**src/rtl/evi_pkg.sv**
```systemverilog
package evi_pkg;
  localparam int BUS_DW  = 32;
  localparam int REG_AW  = 2;
  localparam int VEC_FW  = 6;
  localparam int VEC_LSB = BUS_DW - VEC_FW;

  typedef enum logic [REG_AW-1:0] {
    RSEL_EDGE   = 2'd0,
    RSEL_ENABLE = 2'd1,
    RSEL_PEND   = 2'd2,
    RSEL_VEC    = 2'd3
  } rsel_e;

  // Place a source code in the top field so byte and halfword reads scale it
  function automatic logic [BUS_DW-1:0] pack_vector(input logic [VEC_FW-1:0] code);
    logic [BUS_DW-1:0] w;
    w = '0;
    w[BUS_DW-1:VEC_LSB] = code;
    return w;
  endfunction
endpackage

```
**src/rtl/evi_edge_detect.sv**
```systemverilog
module evi_edge_detect #(
  parameter int NUM_LINES   = 16,
  parameter int SYNC_STAGES = 2
) (
  input  logic                 clk,
  input  logic                 rst,
  input  logic [NUM_LINES-1:0] pins_i,
  input  logic [NUM_LINES-1:0] any_edge_i,
  output logic [NUM_LINES-1:0] evt_o
);
  localparam int PRIME   = SYNC_STAGES + 1;
  localparam int PRIME_W = $clog2(PRIME + 1);

  logic [PRIME_W-1:0] prime_q;
  logic               armed;

  assign armed = (prime_q == PRIME_W'(PRIME));

  // Suppress events until the synchronizer and history flop hold real samples
  always_ff @(posedge clk) begin
    if (rst) begin
      prime_q <= '0;
    end else if (!armed) begin
      prime_q <= prime_q + 1'b1;
    end
  end

  for (genvar g = 0; g < NUM_LINES; g++) begin : g_line
    logic [SYNC_STAGES-1:0] sync_q;
    logic                   prev_q;
    logic                   cur;

    assign cur = sync_q[SYNC_STAGES-1];

    always_ff @(posedge clk) begin
      if (rst) begin
        sync_q <= '0;
        prev_q <= 1'b0;
      end else begin
        sync_q <= {sync_q[SYNC_STAGES-2:0], pins_i[g]};
        prev_q <= cur;
      end
    end

    always_comb begin
      if (!armed) begin
        evt_o[g] = 1'b0;
      end else if (any_edge_i[g]) begin
        evt_o[g] = cur ^ prev_q;
      end else begin
        evt_o[g] = prev_q & ~cur;
      end
    end
  end
endmodule

```
**src/rtl/evi_pending.sv**
```systemverilog
module evi_pending #(
  parameter int NUM_LINES = 16
) (
  input  logic                 clk,
  input  logic                 rst,
  input  logic [NUM_LINES-1:0] evt_i,
  input  logic [NUM_LINES-1:0] clr_i,
  output logic [NUM_LINES-1:0] pend_o
);
  logic [NUM_LINES-1:0] pend_q;

  // A fresh event outranks a clear in the same cycle
  always_ff @(posedge clk) begin
    if (rst) begin
      pend_q <= '0;
    end else begin
      pend_q <= (pend_q & ~clr_i) | evt_i;
    end
  end

  assign pend_o = pend_q;

  assert_set_needs_event_R2: assert property (@(posedge clk) disable iff (rst)
    1'b1 |=> ((pend_q & ~$past(pend_q) & ~$past(evt_i)) == '0));

  assert_event_beats_clear_R5: assert property (@(posedge clk) disable iff (rst)
    1'b1 |=> ((pend_q & $past(evt_i)) == $past(evt_i)));

  assert_clear_drops_R4: assert property (@(posedge clk) disable iff (rst)
    1'b1 |=> ((pend_q & $past(clr_i & ~evt_i)) == '0));
endmodule

```
**src/rtl/evi_prio_vec.sv**
```systemverilog
module evi_prio_vec #(
  parameter int NUM_LINES = 16,
  parameter int CODE_W    = $clog2(NUM_LINES + 1)
) (
  input  logic              clk,
  input  logic              rst,
  input  logic [NUM_LINES-1:0] hits_i,
  input  logic              hold_i,
  output logic [CODE_W-1:0] code_o,
  output logic              irq_o
);
  logic [CODE_W-1:0] code_nxt;
  logic [CODE_W-1:0] code_q;
  logic              irq_q;

  // Scan from the lowest priority up so the lowest index wins
  always_comb begin
    code_nxt = '0;
    for (int i = NUM_LINES - 1; i >= 0; i--) begin
      if (hits_i[i]) begin
        code_nxt = CODE_W'(i + 1);
      end
    end
  end

  always_ff @(posedge clk) begin
    if (rst) begin
      code_q <= '0;
      irq_q  <= 1'b0;
    end else begin
      irq_q <= |hits_i;
      if (!hold_i) begin
        code_q <= code_nxt;
      end
    end
  end

  assign code_o = code_q;
  assign irq_o  = irq_q;

  assert_vec_frozen_R9: assert property (@(posedge clk) disable iff (rst)
    hold_i |=> $stable(code_q));

  assert_irq_matches_vec_R6: assert property (@(posedge clk) disable iff (rst)
    !$past(hold_i) |-> (irq_q == (code_q != '0)));

  assert_code_is_winner_R7: assert property (@(posedge clk) disable iff (rst)
    (!$past(hold_i) && code_q != '0) |->
      (((NUM_LINES)'($past(hits_i)) >> (code_q - 1'b1)) & (NUM_LINES)'(1)) == (NUM_LINES)'(1));
endmodule

```
**src/rtl/edge_vec_intc.sv**
```systemverilog
module edge_vec_intc
  import evi_pkg::*;
#(
  parameter int NUM_LINES   = 16,
  parameter int SYNC_STAGES = 2
) (
  input  logic                 clk,
  input  logic                 rst,
  input  logic [NUM_LINES-1:0] irq_lines_i,
  input  logic                 bus_sel_i,
  input  logic                 bus_wr_i,
  input  logic                 bus_rd_i,
  input  logic [REG_AW-1:0]    bus_addr_i,
  input  logic [BUS_DW-1:0]    bus_wdata_i,
  output logic [BUS_DW-1:0]    bus_rdata_o,
  output logic                 irq_o
);
  localparam int CODE_W = $clog2(NUM_LINES + 1);

  rsel_e                rsel;
  logic                 wr_hit;
  logic                 rd_hit;
  logic                 vec_hold;
  logic [NUM_LINES-1:0] edge_cfg_q;
  logic [NUM_LINES-1:0] enable_q;
  logic [NUM_LINES-1:0] clr;
  logic [NUM_LINES-1:0] evt;
  logic [NUM_LINES-1:0] pend;
  logic [NUM_LINES-1:0] hits;
  logic [CODE_W-1:0]    code;
  logic [BUS_DW-1:0]    rdata_nxt;
  logic [BUS_DW-1:0]    rdata_q;

  assign rsel     = rsel_e'(bus_addr_i);
  assign wr_hit   = bus_sel_i & bus_wr_i;
  assign rd_hit   = bus_sel_i & bus_rd_i;
  assign vec_hold = rd_hit & (rsel == RSEL_VEC);
  assign clr      = (wr_hit && rsel == RSEL_PEND) ? bus_wdata_i[NUM_LINES-1:0] : '0;
  assign hits     = pend & enable_q;

  always_ff @(posedge clk) begin
    if (rst) begin
      edge_cfg_q <= '0;
      enable_q   <= '0;
    end else if (wr_hit) begin
      if (rsel == RSEL_EDGE)   edge_cfg_q <= bus_wdata_i[NUM_LINES-1:0];
      if (rsel == RSEL_ENABLE) enable_q   <= bus_wdata_i[NUM_LINES-1:0];
    end
  end

  evi_edge_detect #(
    .NUM_LINES  (NUM_LINES),
    .SYNC_STAGES(SYNC_STAGES)
  ) u_edge (
    .clk       (clk),
    .rst       (rst),
    .pins_i    (irq_lines_i),
    .any_edge_i(edge_cfg_q),
    .evt_o     (evt)
  );

  evi_pending #(
    .NUM_LINES(NUM_LINES)
  ) u_pend (
    .clk   (clk),
    .rst   (rst),
    .evt_i (evt),
    .clr_i (clr),
    .pend_o(pend)
  );

  evi_prio_vec #(
    .NUM_LINES(NUM_LINES),
    .CODE_W   (CODE_W)
  ) u_prio (
    .clk   (clk),
    .rst   (rst),
    .hits_i(hits),
    .hold_i(vec_hold),
    .code_o(code),
    .irq_o (irq_o)
  );

  always_comb begin
    rdata_nxt = '0;
    unique case (rsel)
      RSEL_EDGE:   rdata_nxt[NUM_LINES-1:0] = edge_cfg_q;
      RSEL_ENABLE: rdata_nxt[NUM_LINES-1:0] = enable_q;
      RSEL_PEND:   rdata_nxt[NUM_LINES-1:0] = pend;
      RSEL_VEC:    rdata_nxt = pack_vector(VEC_FW'(code));
      default:     rdata_nxt = '0;
    endcase
  end

  always_ff @(posedge clk) begin
    if (rst) begin
      rdata_q <= '0;
    end else if (rd_hit) begin
      rdata_q <= rdata_nxt;
    end else begin
      rdata_q <= '0;
    end
  end

  assign bus_rdata_o = rdata_q;

  assert_quiet_after_reset_R1: assert property (@(posedge clk)
    $past(rst) |-> (!irq_o && rdata_q == '0));
endmodule

```
**config.mk**
```make
export PLATFORM = sky130hd
export DESIGN_NAME = edge_vec_intc
export DESIGN_NICKNAME = d
export VERILOG_FILES = /design/src/rtl/evi_pkg.sv /design/src/rtl/evi_edge_detect.sv /design/src/rtl/evi_pending.sv /design/src/rtl/evi_prio_vec.sv /design/src/rtl/edge_vec_intc.sv
export SDC_FILE = /design/constraint.sdc
export NUM_CORES = 1
export LEC_CHECK = 0
export BUFFER_PORTS_ARGS = -buffer_cell sky130_fd_sc_hd__buf_2
export CORE_UTILIZATION = 30
export DETAILED_ROUTE_END_ITERATION = 7
export SYNTH_ARGS = -nofsm -noshare
export SYNTH_HDL_FRONTEND = slang
export SYNTH_SLANG_ARGS = --single-unit
```
**constraint.sdc**
```tcl
create_clock -name clk -period 1.7 [get_ports clk]
set_clock_uncertainty 0.15 [all_clocks]
set_input_delay 0.34 -clock clk [delete_from_list [all_inputs] [get_ports clk]]
set_output_delay 0.34 -clock clk [all_outputs]
set_load 0.01 [all_outputs]
```
# Word-level counts from Yosys, hierarchy flattened
# Cells that the tools add are included.
[op_classes]
addsub = 1
n_mux = 50
n_bitwise = 57
reduce_logical = 7
eq_ne = 4
[ops]
columns = ["operator", "n"]
rows = [
  ["2-to-1 mux 5 bit", 16],
  ["one-hot mux 16 bit (4 select lines)", 1],
  ["AND 16 bit", 2],
  ["2-to-1 mux 1 bit", 32],
  ["AND 1 bit", 19],
  ["inverter 1 bit", 18],
  ["2-to-1 mux 16 bit", 1],
  ["inverter 16 bit", 1],
  ["OR 16 bit", 1],
  ["OR reduction 16 bit", 1],
  ["XOR 1 bit", 16],
  ["== test 2 bit, second input constant", 3],
  ["AND reduction 2 bit", 2],
  ["OR reduction 3 bit", 1],
  ["adder 2 x 1 -> 2 bit, second input constant", 1],
  ["== test 2 x 1 -> 1 bit, second input constant", 1],
  ["logical NOT 2 bit", 1],
  ["OR reduction 2 bit", 1],
  ["logical AND 1 bit", 1],
]
[totals]
output_inout_bits = 33
regBits = 136
input_bits = 55
elab_cells = 159

# Depth between registers and ports, before layout
# Gate-level depths: netlist of the first run.
[depth]
depth_word = 17
mapped_depth = 6
mapped_depth_nobuf = 6

# Hierarchy
# Synthesis of the first run repeated with hierarchy kept, for this count alone.
[hier_totals]
hier_cells = 549
hier_area_um2 = 5496.5
[by_module_without_submodules]
columns = ["module", "area_each_um2", "seq_area_each_um2", "instances", "cells_per_inst"]
rows = [
  ["edge_vec_intc", 2650.0, 1061.0, 1, 259],
  ["evi_edge_detect", 1824.2, 1001.0, 1, 174],
  ["evi_pending", 629.4, 320.3, 1, 66],
  ["evi_prio_vec", 392.9, 120.1, 1, 50],
]

# Worst setup path before layout of the first run
# Ideal clock, no wire load.
[synth_timing]
kind = "reg2reg"
from = "reg u_edge.prime_q[0]"
to = "reg u_pend.pend_q[10], in the netlist u_pend.pend_o[10]"
required_ns = 1.485
n_path_buf = 2
stages_incl_launch_ff = 6
path_slack_ns = 0.248
synth_period_minus_slack_ns = 1.452
setup_time_ns = 0.065
arrival_time_ns = 1.236
path_cell_list = "dfxtp_1 > ha_1 > clkbuf_1 > clkbuf_1 > a22oi_1 > nor2_1"
[synth_via]
elab_chain_len = 3
[synth_lines]
columns = ["element", "line_no", "text"]
rows = [
  ["from (decl)", "evi_edge_detect.sv:14", "logic [PRIME_W-1:0] prime_q;"],
  ["from (signal assigned)", "evi_edge_detect.sv:24", "prime_q <= prime_q + 1'b1;"],
  ["== test 2 bit", "evi_edge_detect.sv:17", "assign armed = (prime_q == PRIME_W'(PRIME));"],
  ["2-to-1 mux 1 bit", "evi_edge_detect.sv:46", "if (!armed) begin"],
  ["OR 16 bit", "evi_pending.sv:17", "pend_q <= (pend_q & ~clr_i) | evt_i;"],
  ["to (signal assigned)", "evi_pending.sv:17", ""],
  ["to (decl)", "evi_pending.sv:10", "logic [NUM_LINES-1:0] pend_q;"],
]
# No other way between the ends.
# A chain may end at the register's enable or synchronous reset.

# Worst setup path in the final report of the first run
[layout_timing]
from = "reg enable_q[10]"
to = "reg u_prio.code_q[1], in the netlist u_prio.code_o[1]"
[layout_via]
elab_chain_len = 12
[layout_lines]
columns = ["element", "line_no", "text"]
rows = [
  ["from (decl)", "edge_vec_intc.sv:25", "logic [NUM_LINES-1:0] enable_q;"],
  ["from (signal assigned)", "edge_vec_intc.sv:47", "if (rsel == RSEL_ENABLE) enable_q <= bus_wdata_i[NUM_LINES-1:0];"],
  ["AND 16 bit", "edge_vec_intc.sv:39", "assign hits = pend & enable_q;"],
  ["2-to-1 mux 5 bit (11 in series)", "evi_prio_vec.sv:20", "if (hits_i[i]) begin"],
  ["to (signal assigned)", "evi_prio_vec.sv:33", "code_q <= code_nxt;"],
  ["to (decl)", "evi_prio_vec.sv:13", "logic [CODE_W-1:0] code_q;"],
]
# No other way between the ends.

==> results.json, run 1 <==
{
  "status": "completed",
  "place_area_um2": 5520,
  "wl_per_cell_um": 12.0,
  "hp-class": "input pin to flip-flop",
  "cts.sinks": 125,
  "ys.warnings.count": 0,
  "period_share_pct": 91.9,
  "crit_path_top_delay_cell": "dfxtp_1",
  "path_max_fanout": 4,
  "dieArea_um2": 16800,
  "startpoint": "enable_q[10]",
  "drtAntennaViolNets": 0,
  "grt_max_degree": 100,
  "post-place-ws_ns": 0.113,
  "cts_tree": "built",
  "ys_async_sr_fraction_pct": 0,
  "leakage_nw": 2.54,
  "syn_area_um2": 4880,
  "max-vdd-ir-drop_mv": 0.538,
  "viasPerCell": 4.29,
  "io_buffers": 60,
  "diodes": 0,
  "synth_most_common_cell": "dfxtp_1",
  "critPathKind": "flip-flop to flip-flop",
  "drc_errors": 0,
  "clock_latency_ns": 0.40,
  "core_um2": 15900,
  "synth.distinct_cells": 40,
  "antenna_found_initial": 0,
  "pwr_density_cell_nw_per_um2": 1120,
  "clk_path_buf_depth": 2,
  "detail_route.first_pass.iterations": 4,
  "grt_first_pass_wirelength_um": 16900,
  "crit_path_end_kind": "flip-flop",
  "hold_viol": 0,
  "drv_cap": 0,
  "vias": 3728,
  "synthCells": 552,
  "slowest_delay_ns": 0.33,
  "worstPathRequired_ns": 1.83,
  "ys_seq_area_share_pct": 51.2,
  "drive_gt1_share_pct": 18.9,
  "timing.setup.tns_ns": 0,
  "grt_usage_pct": 13.1,
  "clock-root-buffer": "clkbuf_16",
  "path_cells": "a22oi_1 -> buf_4 -> o21ai_0 -> a21boi_0 -> o21ai_0",
  "grt_pass1_vias": 3385,
  "grt_overflow": 0,
  "ys_seq_elements": 125,
  "regToRegStartpoint": "enable_q[10]",
  "worst-path-buf-inv": 1,
  "numCtsBuffers": 17,
  "crit_arrival_ns": 1.69,
  "clk_pin_slew_ns": 0.06,
  "syn2layout_area_growth_pct": 27.2,
  "period_needed_ns": 1.56,
  "yosys-top-cells-count": "dfxtp_1 (125), nand2_1 (91), nor2_1 (84)",
  "final_util_pct": 39.1,
  "synth_top_area_share_pct": 51.2,
  "avgSynthCellArea_um2": 8.85,
  "cts.htree.levels": 4,
  "cp_top_family": "compound AO/OA/AOI/OAI gates",
  "synth_edf_count": 0,
  "yosysTopAreaCell": "dfxtp_1",
  "synth.area.top_cells": "dfxtp_1 (51%), nand2_1 (7.0%), a21oi_1 (6.8%)",
  "gp_congestion": 0.807,
  "final_area_um2": 6210,
  "final_nets": 712,
  "drv_slew": 0,
  "num_rows": 46,
  "worst_slack_ns": 0.138,
  "fp.dieW_um": 130,
  "synth-main-ff-cell": "dfxtp_1",
  "dpl.hpwl_um": 7520,
  "worstSetupStartpointType": "flip-flop",
  "initial_core_util_pct": 30.7,
  "drt_iter0_markers": 208,
  "drt-total-wl_um": 10500,
  "fmax_mhz": 640,
  "min_from": "irq_lines_i[10]",
  "path_common_cell": "o21ai_0",
  "die_h_um": 130,
  "rsz0062_at_grt": "no",
  "setup_violations": 0,
  "fillers": 1638,
  "boundaryPins": 88
}
## per-stage QoR
step | std cells | hold WS (ns) | total power [mW]
4_1_cts | 868 | 0.00293 | 7.01
3_5_place_dp | 826 | 0.274 | 3.50
6_report | 868 | 0.0100 | 6.94
5_1_grt | 868 | 0.0137 | 7.19
2_1_floorplan | 562 | 0.255 | 3.37
3_3_place_gp | 826 | 0.270 | 3.50
## logic make-up after synthesis
logic type	count (synthesis)	share of synthesized area [%]
other	1	0.0768
multiplexers	17	3.48
flip-flops	125	51.2
XOR/XNOR	1	0.179
buffers and inverters	55	6.28
AO/OA/AOI/OAI	106	13.1
AND/OR/NAND/NOR	230	21.3
adder cells (fa/ha/maj)	17	4.36
## layer usage
layer	global-route usage, %	part of all wire, %
met5	0	0
met4	5.34	1.3
met3	3.80	4.4
met2	20.1	44
met1	17.3	50
## layout make-up
class                           instances  area, um2  area share, %
Sequential cell                       125       2500           40.3
Multi-Input combinational cell        382       2120           34.2
Timing Repair Buffer                   97        681           11.0
Clock buffer                           25        485           7.82
Tap cell                              216        270           4.35
Clock inverter                          6       85.1           1.37
Inverter                               17       63.8           1.03
## report_power, final
group	total, mW	switching [mW]	internal [mW]	leakage (nW)
Clock	3.48	1.22	2.26	0.273
Sequential	3.05	0.0389	3.01	1.02
Combinational	0.410	0.230	0.180	1.25
## placed cells by master (no fill, tap or decap), types with 4 or more instances in the layout
master,netlist,routed
mux2i_1,17,17
conb_1,1,11
nor2b_1,33,33
a21oi_1,66,66
nor2_1,84,84
buf_4,14,20
inv_1,17,17
dlygate4sd3_1,0,11
ha_1,17,17
and2_1,6,6
dfxtp_1,125,125
clkbuf_16,0,17
clkbuf_1,11,5
buf_12,0,6
a22oi_1,23,21
buf_2,5,60
nand3_1,4,4
nand2_1,91,91
## path summary, 6_finish.rpt
check                                     end  slack, ns  cells past startpoint
setup / recovery             u_prio.code_o[1]       0.14                      5
hold / removal    u_edge.g_line[10].sync_q[0]       0.01                      2
setup reg to reg             u_prio.code_o[1]       0.14                      5
hold reg to reg               bus_rdata_o[29]       0.28                      2
## state kept, by name, indices dropped and copies added (netlist names)
| register | count |
|---|---|
| u_prio.code_o | 5 |
| enable_q | 16 |
| u_edge.g_line.sync_q | 32 |
| edge_cfg_q | 16 |
| u_prio.irq_o | 1 |
| u_edge.prime_q | 2 |
| u_edge.g_line.prev_q | 16 |
| u_pend.pend_o | 16 |
| bus_rdata_o | 21 |
## what timing repair did
item,CTS,global route
gates resized for setup,0,2
endpoints found under the setup margin,0,2
hold endpoints to repair,11,0
hold buffers,11,0
buffers inserted,0,0
Power figures use the tool's default switching activity.
==> run 2: changes to the inputs <==
--- a/config.mk
+++ b/config.mk
@@ -7,6 +7,7 @@
 export LEC_CHECK = 0
 export BUFFER_PORTS_ARGS = -buffer_cell sky130_fd_sc_hd__buf_2
 export CORE_UTILIZATION = 30
+export CTS_BUF_LIST = sky130_fd_sc_hd__clkbuf_2 sky130_fd_sc_hd__clkbuf_4 sky130_fd_sc_hd__clkbuf_8
 export DETAILED_ROUTE_END_ITERATION = 7
 export SYNTH_ARGS = -nofsm -noshare
 export SYNTH_HDL_FRONTEND = slang
==> results.json, run 2 (synthesis results as in run 1) <==
{
  "status": "completed",
  "rsz0062_at_grt": "no",
  "grt_max_degree": 100,
  "period_needed_ns": 1.56,
  "diodes": 0,
  "layout_commonest_cell": "dfxtp_1",
  "dieArea_um2": 16800,
  "cts.htree.levels": 4,
  "worst_slack_ns": 0.138,
  "post-place-ws_ns": 0.113,
  "whs_ns": 0.0332,
  "vias": 3738,
  "clk_path_buf_depth": 2,
  "gp_congestion": 0.807,
  "fp.dieW_um": 130,
  "crit_path_end_kind": "flip-flop",
  "fillers": 1669,
  "viasPerCell": 4.28,
  "grt_first_pass_wirelength_um": 16800,
  "crit_path_top_delay_cell": "nor4_1",
  "grt_usage_pct": 13.0,
  "die_h_um": 130,
  "timing.setup.tns_ns": 0,
  "largest_register_ffs": 32,
  "clock_latency_ns": 0.42,
  "pwr_density_cell_nw_per_um2": 996,
  "cp_top_family": "compound AO/OA/AOI/OAI gates",
  "instances_no_fill": 873,
  "initial_core_util_pct": 30.7,
  "fmax_mhz": 640,
  "period_share_pct": 91.9,
  "final_nets": 717,
  "grt_overflow": 0,
  "slowest_delay_ns": 0.36,
  "leakage_nw": 2.49,
  "antenna_found_initial": 0,
  "path_cells": "a22oi_1 -> nand2_1 -> nor4_1 -> a41o_1",
  "drc_errors": 0,
  "hold_viol": 0,
  "core_um2": 15900,
  "syn2layout_area_growth_pct": 24.6,
  "cts_setup_buffers": 0,
  "drt-total-wl_um": 10400,
  "drv_cap": 0,
  "wl_per_cell_um": 12.0,
  "num_rows": 46,
  "detail_route.first_pass.iterations": 4,
  "worstSetupStartpointType": "flip-flop",
  "io_buffers": 60,
  "worst-path-buf-inv": 0,
  "setup_violations": 0,
  "clock-root-buffer": "clkbuf_8",
  "max-vdd-ir-drop_mv": 0.403,
  "crit_arrival_ns": 1.78,
  "boundaryPins": 88,
  "cts_tree": "built",
  "drive_gt1_share_pct": 19.5,
  "worstPathRequired_ns": 1.92,
  "drt_iter0_markers": 201,
  "clk_pin_slew_ns": 0.07,
  "placed_cells": 826,
  "cts.sinks": 125,
  "critPathKind": "flip-flop to flip-flop",
  "drtAntennaViolNets": 0,
  "hp-class": "input pin to flip-flop",
  "numCtsBuffers": 17,
  "path_max_fanout": 4,
  "grt_pass1_vias": 3363,
  "final_cell_mix": "dfxtp_1 (125), nand2_1 (91), nor2_1 (84)",
  "dpl.hpwl_um": 7520,
  "ff2ff_setup_slack_ns": 0.14,
  "top_register": "u_edge.g_line.sync_q",
  "drv_slew": 0,
  "total_power_mw": 6.06
}
run 2: worst register-to-register path: stages (launching register included):
cell and delay [ns]:
dfxtp_1 0.34, a22oi_1 0.31, nand2_1 0.13, nor4_1 0.36
a41o_1 0.22
run 2: power by group:
| group | switching (mW) | total, mW | internal [mW] |
|---|---|---|---|
| Sequential | 0.0385 | 3.04 | 3.01 |
| Clock | 1.11 | 2.60 | 1.49 |
| Combinational | 0.231 | 0.419 | 0.188 |
run 2: metal layers:
layer,share of wire (%),up-vias,GRT usage (%)
met5,0,-,0
met4,2.4,0,5.81
met3,4.6,17,3.51
met2,43,88,19.9
met1,50,1639,17.2
li1,-,1994,-
run 2: metrics by stage:
stage / cell area, um2 / util, %
finish: 6090 / 38.3
CTS: 6080 / 38.3
floorplan: 4920 / -
global route: 6090 / 38.3
detailed placement: 5520 / 34.7
global placement: 5520 / 34.7
run 2: final timing paths:
kind	startpoint	endpoint	depth (start not counted)
worst min register to register	u_prio.code_o[3]	bus_rdata_o[29]	2
worst max-delay path	enable_q[10]	u_prio.code_o[4]	4
worst max register to register	enable_q[10]	u_prio.code_o[4]	4
worst min-delay path	bus_wdata_i[5]	enable_q[5]	3
run 2: layout make-up:
| class | instances | area (um2) | share of cell area (%) |
|---|---|---|---|
| multi-input combinational | 382 | 2120 | 34.9 |
| tap | 216 | 270 | 4.44 |
| inverter | 17 | 63.8 | 1.05 |
| timing repair buffer | 102 | 731 | 12.0 |
| sequential | 125 | 2500 | 41.1 |
| clock inverter | 6 | 85.1 | 1.40 |
| clock buffer | 25 | 313 | 5.14 |
run 2: timing repair:
action                                 CTS  global route
endpoints found under the hold margin   16             0
hold buffers                            16             0
gates resized for setup                  0             2
setup endpoints to repair                0             1
==> run 3: changes to the inputs <==
--- a/config.mk
+++ b/config.mk
@@ -7,8 +7,8 @@
 export LEC_CHECK = 0
 export BUFFER_PORTS_ARGS = -buffer_cell sky130_fd_sc_hd__buf_2
 export CORE_UTILIZATION = 30
-export CTS_BUF_LIST = sky130_fd_sc_hd__clkbuf_2 sky130_fd_sc_hd__clkbuf_4 sky130_fd_sc_hd__clkbuf_8
 export DETAILED_ROUTE_END_ITERATION = 7
+export PLACE_DENSITY = 0.54
 export SYNTH_ARGS = -nofsm -noshare
 export SYNTH_HDL_FRONTEND = slang
 export SYNTH_SLANG_ARGS = --single-unit
==> results.json, run 3 (synthesis results as in run 1) <==
{
  "status": "completed",
  "period_share_pct": 92.7,
  "slowest_delay_ns": 0.35,
  "initial_core_util_pct": 30.7,
  "clock_latency_ns": 0.42,
  "layout_commonest_cell": "dfxtp_1",
  "multi_input_area_um2": 2120,
  "vias": 3731,
  "clk_pin_slew_ns": 0.05,
  "viasPerCell": 4.30,
  "comb_power_share_pct": 5.9,
  "period_needed_ns": 1.58,
  "rsz0062_at_grt": "no",
  "fmax_mhz": 634,
  "fp.dieW_um": 130,
  "drtAntennaViolNets": 0,
  "hp-class": "input pin to flip-flop",
  "core_um2": 15900,
  "p_int_mw": 5.53,
  "dpl.hpwl_um": 7670,
  "final_util_pct": 39.1,
  "detail_route.first_pass.iterations": 4,
  "drv_cap": 0,
  "io_buffers": 60,
  "cp_top_family": "compound AO/OA/AOI/OAI gates",
  "cts.htree.levels": 4,
  "critical_path_depth": 4,
  "ff2ff_setup_slack_ns": 0.12,
  "diodes": 0,
  "antenna_found_initial": 0,
  "syn2layout_area_growth_pct": 27.1,
  "total_power_mw": 6.99,
  "gp_congestion": 0.795,
  "boundaryPins": 88,
  "pwr_density_cell_nw_per_um2": 1130,
  "worst_slack_ns": 0.124,
  "drt-total-wl_um": 10700,
  "instances_no_fill": 867,
  "grt_max_degree": 99,
  "crit_path_top_delay_cell": "a22oi_1",
  "hold_viol": 0,
  "setup_violations": 0,
  "numCtsBuffers": 17,
  "switchingPower_mw": 1.47,
  "max-vdd-ir-drop_mv": 0.690,
  "hold_path_depth": 3,
  "grt_overflow": 0,
  "fillers": 1662,
  "num_rows": 46,
  "worstPathRequired_ns": 1.90,
  "min_from": "bus_wdata_i[9]",
  "r2r_cells": 4,
  "path_max_fanout": 4,
  "crit_arrival_ns": 1.78,
  "drc_errors": 0,
  "cts.sinks": 125,
  "seq_power_share_pct": 43.7,
  "leakage_nw": 2.53,
  "crit_path_end_kind": "flip-flop",
  "grt_usage_pct": 13.5,
  "die_h_um": 130,
  "grt_first_pass_wirelength_um": 17100,
  "placed_cells": 820,
  "largest_register_ffs": 32,
  "startpoint": "enable_q[8]",
  "grt_pass1_vias": 3406,
  "dieArea_um2": 16800,
  "critPathKind": "flip-flop to flip-flop",
  "final_cell_mix": "dfxtp_1 (125), nand2_1 (91), nor2_1 (84)",
  "worstSetupStartpointType": "flip-flop",
  "clock-root-buffer": "clkbuf_16",
  "wl_per_cell_um": 12.3,
  "final_nets": 711,
  "worst-path-buf-inv": 0,
  "clk_path_buf_depth": 2,
  "regArea_um2": 2500,
  "pwr-share-clk_pct": 50.5,
  "post-place-ws_ns": -0.178,
  "drive_gt1_share_pct": 18.3,
  "top_register": "u_edge.g_line.sync_q",
  "worst_pin_slew_ns": 1.07,
  "cts_setup_buffers": 0,
  "regToRegStartpoint": "enable_q[8]",
  "cts_tree": "built",
  "worst_slew_margin_rel_pct": 28.4,
  "drt_iter0_markers": 182,
  "p_sw_share_pct": 21.0,
  "drv_slew": 0,
  "path_cells": "a22oi_1 -> nand2_1 -> nor4_2 -> a41o_1"
}
## run 3: cell count changes in the layout (fill, tap and decap cells not counted), moves of 2 or more
| cell | previous run | this run |
|---|---|---|
| buf_4 | 20 | 16 |
| clkbuf_4 | 5 | 0 |
| clkbuf_16 | 0 | 17 |
| clkbuf_8 | 20 | 5 |
| clkbuf_1 | 0 | 3 |
| buf_12 | 6 | 4 |
## run 3: metrics by stage
step / TNS [ns] / hold slack, ns / area, um2
after floorplan: 0 / 0.255 / 4920
after detailed placement: -2.31 / 0.275 / 5450
after global placement: -1.53 / 0.271 / 5450
after global routing: 0 / 0.0310 / 6210
final: 0 / 0.0408 / 6210
after CTS: 0 / 0.0169 / 6200
## run 3: path summary, 6_finish.rpt
kind | endpoint
min | enable_q[9]
max | u_prio.code_o[4]
max reg2reg | u_prio.code_o[4]
min reg2reg | u_edge.g_line[1].sync_q[1]
## run 3: worst min-delay path, cell delays in order
cell and delay (ns):
buf_2 0.11, nand2_1 0.05, a21oi_1 0.05
## run 3: layer usage
layer	part of all wire, %	up-vias	GRT usage, %
li1	-	1975	-
met1	47	1635	16.8
met2	45	100	20.6
met3	4.6	21	3.88
met4	3.0	0	8.62
met5	0	-	0
## run 3: timing repair
action	in CTS	in global routing
endpoints found under the hold margin	16	0
gates resized for setup	0	2
hold buffers	16	0
setup endpoints to repair	0	2
## run 3: layout make-up
class	instances	area share, %
clock buffer	25	8.14
inverter	17	1.03
clock inverter	6	1.33
multi-input combinational	382	34.2
timing repair buffer	96	10.6
sequential	125	40.3
tap	216	4.35
## run 3: power groups by stage
stage	logic, mW	registers [mW]	clock network [mW]
2_1_floorplan	0.264	3.10	0
3_3_place_gp	0.374	3.11	0
3_5_place_dp	0.384	3.11	0
4_1_cts	0.414	3.05	3.63
5_1_grt	0.459	3.06	3.75
6_report	0.410	3.05	3.53
